===== config.mk =====
export PLATFORM = sky130hd
export DESIGN_NAME = simt_divergence_unit
export DESIGN_NICKNAME = d
export VERILOG_FILES = /design/src/rtl/simt_pkg.sv /design/src/rtl/simt_mask_stack.sv /design/src/rtl/simt_mask_eval.sv /design/src/rtl/simt_divergence_unit.sv
export SDC_FILE = /design/constraint.sdc
export NUM_CORES = 1
export LEC_CHECK = 0
export CAP_MARGIN = 20
export CORE_MARGIN = 4
export CORE_UTILIZATION = 59
export DETAILED_ROUTE_END_ITERATION = 16
export PLACE_DENSITY = 0.92
export SYNTH_ARGS = -nofsm -noshare
export SYNTH_HDL_FRONTEND = slang
export SYNTH_SLANG_ARGS = --single-unit

===== constraint.sdc =====
create_clock -name clk -period 5.1 [get_ports clk]
set_clock_uncertainty 0.05 [all_clocks]
set_input_delay 0.51 -clock clk [delete_from_list [all_inputs] [get_ports clk]]
set_output_delay 0.51 -clock clk [all_outputs]
set_load 0.1 [all_outputs]

===== src/rtl/simt_pkg.sv =====
// Package: shared command encoding for the divergence mask unit.
// Assumes at most one command is acted on per cycle; priority is resolved here.
package simt_pkg;

    typedef enum logic [1:0] {
        CMD_NONE  = 2'd0,
        CMD_IF    = 2'd1,
        CMD_ELSE  = 2'd2,
        CMD_ENDIF = 2'd3
    } br_cmd_e;

    // Resolve simultaneous branch strobes: open, then alternative, then close.
    function automatic br_cmd_e pick_cmd(input logic f_if, input logic f_else,
                                         input logic f_endif);
        if (f_if)
            return CMD_IF;
        else if (f_else)
            return CMD_ELSE;
        else if (f_endif)
            return CMD_ENDIF;
        return CMD_NONE;
    endfunction

endpackage


===== src/rtl/simt_mask_stack.sv =====
// Module: simt_mask_stack
// LIFO of saved masks. Each slot keeps the outer mask at the time of an open
// and the mask for the alternative side. Assumes the caller never pushes when
// full nor pops when empty; clear empties it in one cycle.
module simt_mask_stack #(
    parameter int W     = 16,
    parameter int DEPTH = 4,
    localparam int SPW  = $clog2(DEPTH + 1)
) (
    input  logic           clk,
    input  logic           rst_n,
    input  logic           clear,
    input  logic           push,
    input  logic           pop,
    input  logic [W-1:0]   push_outer,
    input  logic [W-1:0]   push_alt,
    output logic [W-1:0]   top_outer,
    output logic [W-1:0]   top_alt,
    output logic [SPW-1:0] sp,
    output logic           full,
    output logic           empty
);

    logic [W-1:0]   outer_mem [DEPTH];
    logic [W-1:0]   alt_mem   [DEPTH];
    logic [SPW-1:0] sp_q;
    logic [SPW-1:0] top_idx;

    assign sp      = sp_q;
    assign full    = (sp_q == SPW'(DEPTH));
    assign empty   = (sp_q == '0);
    assign top_idx = empty ? '0 : sp_q - SPW'(1);

    // Stack pointer: cleared on group start, moves by one on push or pop.
    always_ff @(posedge clk) begin
        if (!rst_n || clear)
            sp_q <= '0;
        else if (push)
            sp_q <= sp_q + SPW'(1);
        else if (pop)
            sp_q <= sp_q - SPW'(1);
    end

    // One writer per slot; a slot loads when the pointer addresses it.
    for (genvar i = 0; i < DEPTH; i++) begin : g_slot
        always_ff @(posedge clk) begin
            if (!rst_n) begin
                outer_mem[i] <= '0;
                alt_mem[i]   <= '0;
            end else if (push && sp_q == SPW'(i)) begin
                outer_mem[i] <= push_outer;
                alt_mem[i]   <= push_alt;
            end
        end
    end

    // Read port: select the most recently pushed slot.
    always_comb begin
        top_outer = '0;
        top_alt   = '0;
        for (int i = 0; i < DEPTH; i++) begin
            if (top_idx == SPW'(i)) begin
                top_outer = outer_mem[i];
                top_alt   = alt_mem[i];
            end
        end
    end

    assert_depth_bound_R9: assert property (@(posedge clk) disable iff (!rst_n)
        sp_q <= SPW'(DEPTH));

    assert_no_push_pop_R12: assert property (@(posedge clk) disable iff (!rst_n)
        !(push && pop));

endmodule


===== src/rtl/simt_mask_eval.sv =====
// Module: simt_mask_eval
// Combinational mask arithmetic: splits the current mask by the predicate and
// reports which masks are empty. Assumes W is a multiple of 4 (whole quads);
// emptiness is reduced per quad first, then across quads.
module simt_mask_eval #(
    parameter int W = 16,
    localparam int QUADS = W / 4
) (
    input  logic [W-1:0] cur_mask,
    input  logic [W-1:0] pred,
    input  logic [W-1:0] alt_saved,
    output logic [W-1:0] taken_mask,
    output logic [W-1:0] alt_mask,
    output logic         taken_none,
    output logic         alt_saved_none
);

    logic [QUADS-1:0] quad_taken_any;
    logic [QUADS-1:0] quad_alt_any;

    for (genvar q = 0; q < QUADS; q++) begin : g_quad
        logic [3:0] qt;
        logic [3:0] qa;
        // Per-quad split of the current mask into the two sides.
        always_comb begin
            qt = cur_mask[4*q +: 4] & pred[4*q +: 4];
            qa = cur_mask[4*q +: 4] & ~pred[4*q +: 4];
        end
        assign taken_mask[4*q +: 4] = qt;
        assign alt_mask[4*q +: 4]   = qa;
        assign quad_taken_any[q]    = |qt;
        assign quad_alt_any[q]      = |alt_saved[4*q +: 4];
    end

    assign taken_none     = ~|quad_taken_any;
    assign alt_saved_none = ~|quad_alt_any;

endmodule


===== src/rtl/simt_divergence_unit.sv =====
// Module: simt_divergence_unit (top)
// Holds the active-thread mask of one SIMD thread group and updates it on
// branch open / alternative / close commands, saving outer masks on a stack.
// Assumes one command per cycle from the sequencer; extra strobes in the same
// cycle are dropped by priority. Results appear one cycle after the command.
module simt_divergence_unit
    import simt_pkg::*;
#(
    parameter int THREADS = 16,
    parameter int DEPTH   = 4,
    localparam int SPW    = $clog2(DEPTH + 1)
) (
    input  logic               clk,
    input  logic               rst_n,
    input  logic               grp_start,
    input  logic [THREADS-1:0] init_mask,
    input  logic               br_if,
    input  logic               br_else,
    input  logic               br_endif,
    input  logic [THREADS-1:0] pred,
    output logic [THREADS-1:0] active_mask,
    output logic               skip_jump,
    output logic               stack_err,
    output logic [SPW-1:0]     depth
);

    br_cmd_e            cmd;
    logic [THREADS-1:0] active_q;
    logic               skip_q;
    logic               err_q;
    logic [THREADS-1:0] taken_mask;
    logic [THREADS-1:0] alt_mask;
    logic [THREADS-1:0] top_outer;
    logic [THREADS-1:0] top_alt;
    logic               taken_none;
    logic               alt_saved_none;
    logic               st_full;
    logic               st_empty;
    logic               do_push;
    logic               do_pop;

    // Command decode with fixed priority; group start overrides everything.
    assign cmd     = grp_start ? CMD_NONE : pick_cmd(br_if, br_else, br_endif);
    assign do_push = (cmd == CMD_IF) && !st_full;
    assign do_pop  = (cmd == CMD_ENDIF) && !st_empty;

    simt_mask_eval #(.W(THREADS)) u_eval (
        .cur_mask       (active_q),
        .pred           (pred),
        .alt_saved      (top_alt),
        .taken_mask     (taken_mask),
        .alt_mask       (alt_mask),
        .taken_none     (taken_none),
        .alt_saved_none (alt_saved_none)
    );

    simt_mask_stack #(.W(THREADS), .DEPTH(DEPTH)) u_stack (
        .clk        (clk),
        .rst_n      (rst_n),
        .clear      (grp_start),
        .push       (do_push),
        .pop        (do_pop),
        .push_outer (active_q),
        .push_alt   (alt_mask),
        .top_outer  (top_outer),
        .top_alt    (top_alt),
        .sp         (depth),
        .full       (st_full),
        .empty      (st_empty)
    );

    // Mask, jump request and error flag update for the accepted command.
    always_ff @(posedge clk) begin
        if (!rst_n) begin
            active_q <= '0;
            skip_q   <= 1'b0;
            err_q    <= 1'b0;
        end else if (grp_start) begin
            active_q <= init_mask;
            skip_q   <= 1'b0;
            err_q    <= 1'b0;
        end else begin
            skip_q <= 1'b0;
            unique case (cmd)
                CMD_IF: begin
                    if (st_full) begin
                        err_q <= 1'b1;
                    end else begin
                        active_q <= taken_mask;
                        skip_q   <= taken_none;
                    end
                end
                CMD_ELSE: begin
                    if (st_empty) begin
                        err_q <= 1'b1;
                    end else begin
                        active_q <= top_alt;
                        skip_q   <= alt_saved_none;
                    end
                end
                CMD_ENDIF: begin
                    if (st_empty)
                        err_q <= 1'b1;
                    else
                        active_q <= top_outer;
                end
                default: ;
            endcase
        end
    end

    assign active_mask = active_q;
    assign skip_jump   = skip_q;
    assign stack_err   = err_q;

    assert_if_subset_R3: assert property (@(posedge clk) disable iff (!rst_n)
        (br_if && !grp_start && depth != SPW'(DEPTH)) |=>
        (((active_mask & ~$past(active_mask)) == '0) && depth == $past(depth) + SPW'(1)));

    assert_skip_empty_R5: assert property (@(posedge clk) disable iff (!rst_n)
        skip_jump |-> (active_mask == '0));

    assert_no_overflow_R10: assert property (@(posedge clk) disable iff (!rst_n)
        (br_if && !grp_start && depth == SPW'(DEPTH)) |=>
        (stack_err && $stable(active_mask) && $stable(depth)));

    assert_no_underflow_R11: assert property (@(posedge clk) disable iff (!rst_n)
        (!grp_start && !br_if && (br_else || br_endif) && depth == '0) |=>
        (stack_err && $stable(active_mask) && $stable(depth)));

    assert_start_clears_R2: assert property (@(posedge clk) disable iff (!rst_n)
        grp_start |=> (depth == '0 && !stack_err));

    assert_endif_pop_R8: assert property (@(posedge clk) disable iff (!rst_n)
        (br_endif && !br_if && !br_else && !grp_start && depth != '0) |=>
        (depth == $past(depth) - SPW'(1)));

endmodule


==> impl_metrics.json <==
{
  "r2r_cells": 9,
  "track_usage_pct": 32.80,
  "wl_per_cell_microns": 25.09,
  "setup_viol_count_final": 0,
  "synth_edf_count": 128,
  "grt_pass1_vias": 6206,
  "post_cts_buffers": 0,
  "slew_violations": 0,
  "area_growth_syn_to_layout_pct": 17.51,
  "clkPwrFrac_pct": 43.1,
  "n_antenna_cell": 0,
  "slew_headroom_pct": 24.08,
  "swShare_pct": 24.92,
  "critPathMaxStageDelay_ps": 930,
  "finalSetupTns_ps": 0,
  "peakVddDrop_mv": 0.2803,
  "routed_wl_microns": 23460,
  "synth_area_per_cell_sq_um": 10.40,
  "crit_start": "u_stack.sp[1]$_SDFFE_PP0P_",
  "gp_congestion": 1.035,
  "vias": 6558,
  "vias_per_cell": 7.014,
  "p_comb_share_pct": 12.1,
  "die_area_sq_um": 14420,
  "hold_viol": 0,
  "place_area_sq_um": 8061,
  "grt_max_degree": 33,
  "cp.depth": 9,
  "crit_path_end": "active_mask[4]$_SDFFE_PN0P_",
  "ios": 59,
  "cp_num_buf_inv": 1,
  "drtIter0Drc": 1277,
  "critical-path-top-delay-family": "compound AO/OA/AOI/OAI gates",
  "cts_buffers": 17,
  "leakagePower_nw": 2.988,
  "ys_seq_area_share_pct": 57.53,
  "initial_core_util_pct": 60.95,
  "clkSinkCount": 149,
  "worstSetupStartpointType": "flop",
  "layout_min_cycle_time_ps": 3885,
  "clk_latency_ps": 430,
  "core_sq_um": 12160,
  "seqPwrFrac_pct": 44.8,
  "drc": 0,
  "crit_arrival_ps": 4190,
  "yosys_warnings": 0,
  "portBuffers": 58,
  "ff2ff_setup_slack_ps": 1220,
  "worstSetupPathType": "flop to flop",
  "preCtsSetupSlack_ps": 1501,
  "synthCells": 713,
  "rsz0062_at_grt": "false",
  "cts_buffer_depth": 2,
  "min_period_over_period_pct": 76.18,
  "nets": 798,
  "critPathCaptureType": "flop",
  "intPower_w": 0.002380,
  "cp_common_cell": "a21oi_1",
  "async_flop_share_pct": 0,
  "postSynthNetCount": 757,
  "dp_hpwl_microns": 14560,
  "switchingPower_w": 0.0007901,
  "cts-root-buf": "clkbuf_16",
  "status": "complete, no violations",
  "hold_class": "flop to flop",
  "p_per_area_nw_per_um2": 364.0,
  "path_clk_slew_ps": 60,
  "r2r-end": "active_mask[4]$_SDFFE_PN0P_",
  "fmax_mhz": 257.4,
  "holdBufCountCts": 0,
  "timing.final.ws_setup_ps": 1215,
  "r2r-start": "u_stack.sp[1]$_SDFFE_PP0P_",
  "htree_num_levels": 4,
  "tightest_slew_ps": 1135,
  "cap_violations": 0,
  "synthFlopType": "edfxtp_1",
  "synth-seq-cells": 149,
  "worstPathRequired_ps": 5400,
  "synth.cell_area_sq_um": 7412,
  "antenna_found_initial": 0,
  "die_width_microns": 120.1,
  "row_count": 40,
  "fin_area_sq_um": 8710,
  "drtAntennaViolNets": 0,
  "drive_gt1_share_pct": 7.301,
  "crit_chain": "inv_1, ha_1, and2_4, o21a_1, a21oi_1, o21ai_1, a221oi_1, or3_1, a21oi_1",
  "postCtsResizedCells": 0,
  "tritoncts": "done",
  "cp_max_fo": 26,
  "crit_path_top_delay_cell": "ha_1",
  "drt_first_pass_iters": 6,
  "grt.overflow.total": 0,
  "grt_pass1_wl_microns": 35610,
  "die_y_microns": 120.1,
  "yosysUniqueCellTypes": 51
}
-- state kept, by name, summed over array words and instances (netlist names) --
name,count
stack_err,1
u_stack.outer_mem,64
active_mask,16
skip_jump,1
u_stack.sp,3
u_stack.alt_mem,64
-- cells in the final DEF (no fill, tap or decap), types with 13 or more instances in the layout --
cell | netlist | final
clkbuf_16 | 0 | 17
and2_1 | 69 | 69
nor2_1 | 104 | 104
buf_4 | 1 | 14
clkdlybuf4s50_1 | 0 | 58
nand2b_1 | 17 | 17
nand3_1 | 13 | 13
o21ai_0 | 25 | 22
o221ai_1 | 14 | 14
edfxtp_1 | 128 | 128
dfxtp_1 | 21 | 21
a21oi_1 | 74 | 74
a211oi_1 | 13 | 13
nand2_1 | 53 | 53
o22ai_1 | 14 | 14
-- how the worst min path moves through the flow --
stage / start / end / slack [ps] / depth (start not counted)
global placement: stack_err$_SDFFE_PP0P_ / stack_err$_SDFFE_PP0P_ / 400 / 2
finish: stack_err$_SDFFE_PP0P_ / stack_err$_SDFFE_PP0P_ / 420 / 2
floorplan: u_stack.outer_mem[3][10]$_SDFFCE_PN0P_ / active_mask[10]$_SDFFE_PN0P_ / 640 / 4
detailed placement: stack_err$_SDFFE_PP0P_ / stack_err$_SDFFE_PP0P_ / 410 / 2
global route: stack_err$_SDFFE_PP0P_ / stack_err$_SDFFE_PP0P_ / 450 / 2
CTS: stack_err$_SDFFE_PP0P_ / stack_err$_SDFFE_PP0P_ / 420 / 2
-- tightest hold or removal path: cells and delay by family, from the launching register on --
kind | cells | cell delay [ps]
AO/OA/AOI/OAI | 1 | 40
flip-flops | 1 | 330
AND/OR/NAND/NOR | 1 | 70
-- per-stage QoR --
stage	utilization, %	std cells	total power, W	hold slack, ps
3_3_place_gp	66.29	902	0.001793	404.8
5_1_grt	71.62	935	0.003234	454.3
4_1_cts	71.55	934	0.003151	424.6
3_5_place_dp	66.29	902	0.001805	409.7
2_1_floorplan	-	713	0.001670	636.2
6_report	71.62	935	0.003170	424.0
-- logic make-up (layout without fill, tap and decap cells) --
group,count (synthesis),in the layout,share of synthesized area [%]
and+or+nand+nor,297,297,19.63
AOI/OAI and AO/OA,202,202,17.78
DFF,149,149,57.53
buffers and inverters,56,110,3.680
adders and majority gates,6,6,1.013
xor gates and xnor gates,2,2,0.2364
muxes,1,1,0.1350
-- final cells by class --
type                            instances  area (sq um)
Clock buffer                           22         464.2
Multi-Input combinational cell        508          2887
Fill cell                             810          3452
Timing Repair Buffer                   72         685.7
Tap cell                              168         210.2
Sequential cell                       149          4264
Clock inverter                         10         176.4
Inverter                                6         22.52
-- synth_stat cells, drive strengths merged, types with 4 or more instances --
master	instances	share of area, %
a211oi	15	1.7
o21ai	28	1.9
nor2	105	5.4
inv	6	0.30
a31oi	6	0.51
o22ai	14	1.2
nand3	13	0.88
o221ai	14	1.7
dfxtp	21	5.7
ha	6	1.0
and2	70	5.9
a21oi	74	5.0
nor3	13	1.0
edfxtp	128	52
clkbuf	30	1.5
o21bai	8	0.81
a22oi	7	0.71
o32ai	9	1.1
buf	20	1.9
or2	4	0.34
a221oi	10	1.2
and3	11	0.93
o311a	6	0.81
nand2	53	2.7
nand2b	17	1.4
-- layer usage --
layer,vias to the layer above,part of all wire (%),global-route usage (%)
met1,3079,35,42.44
met2,648,46,49.49
met4,0,5.9,20.33
li1,2716,-,-
met3,115,13,8.341
met5,-,0,0
-- power by group through the flow --
stage,registers (W),logic [W],clock network (W)
floorplan,0.00151,0.000164,0
global placement,0.00144,0.000357,0
detailed placement,0.00144,0.000365,0
CTS,0.00142,0.000372,0.00136
global route,0.00142,0.000398,0.00141
finish,0.00142,0.000383,0.00137
No activity file was read; power rests on OpenSTA's default activity.
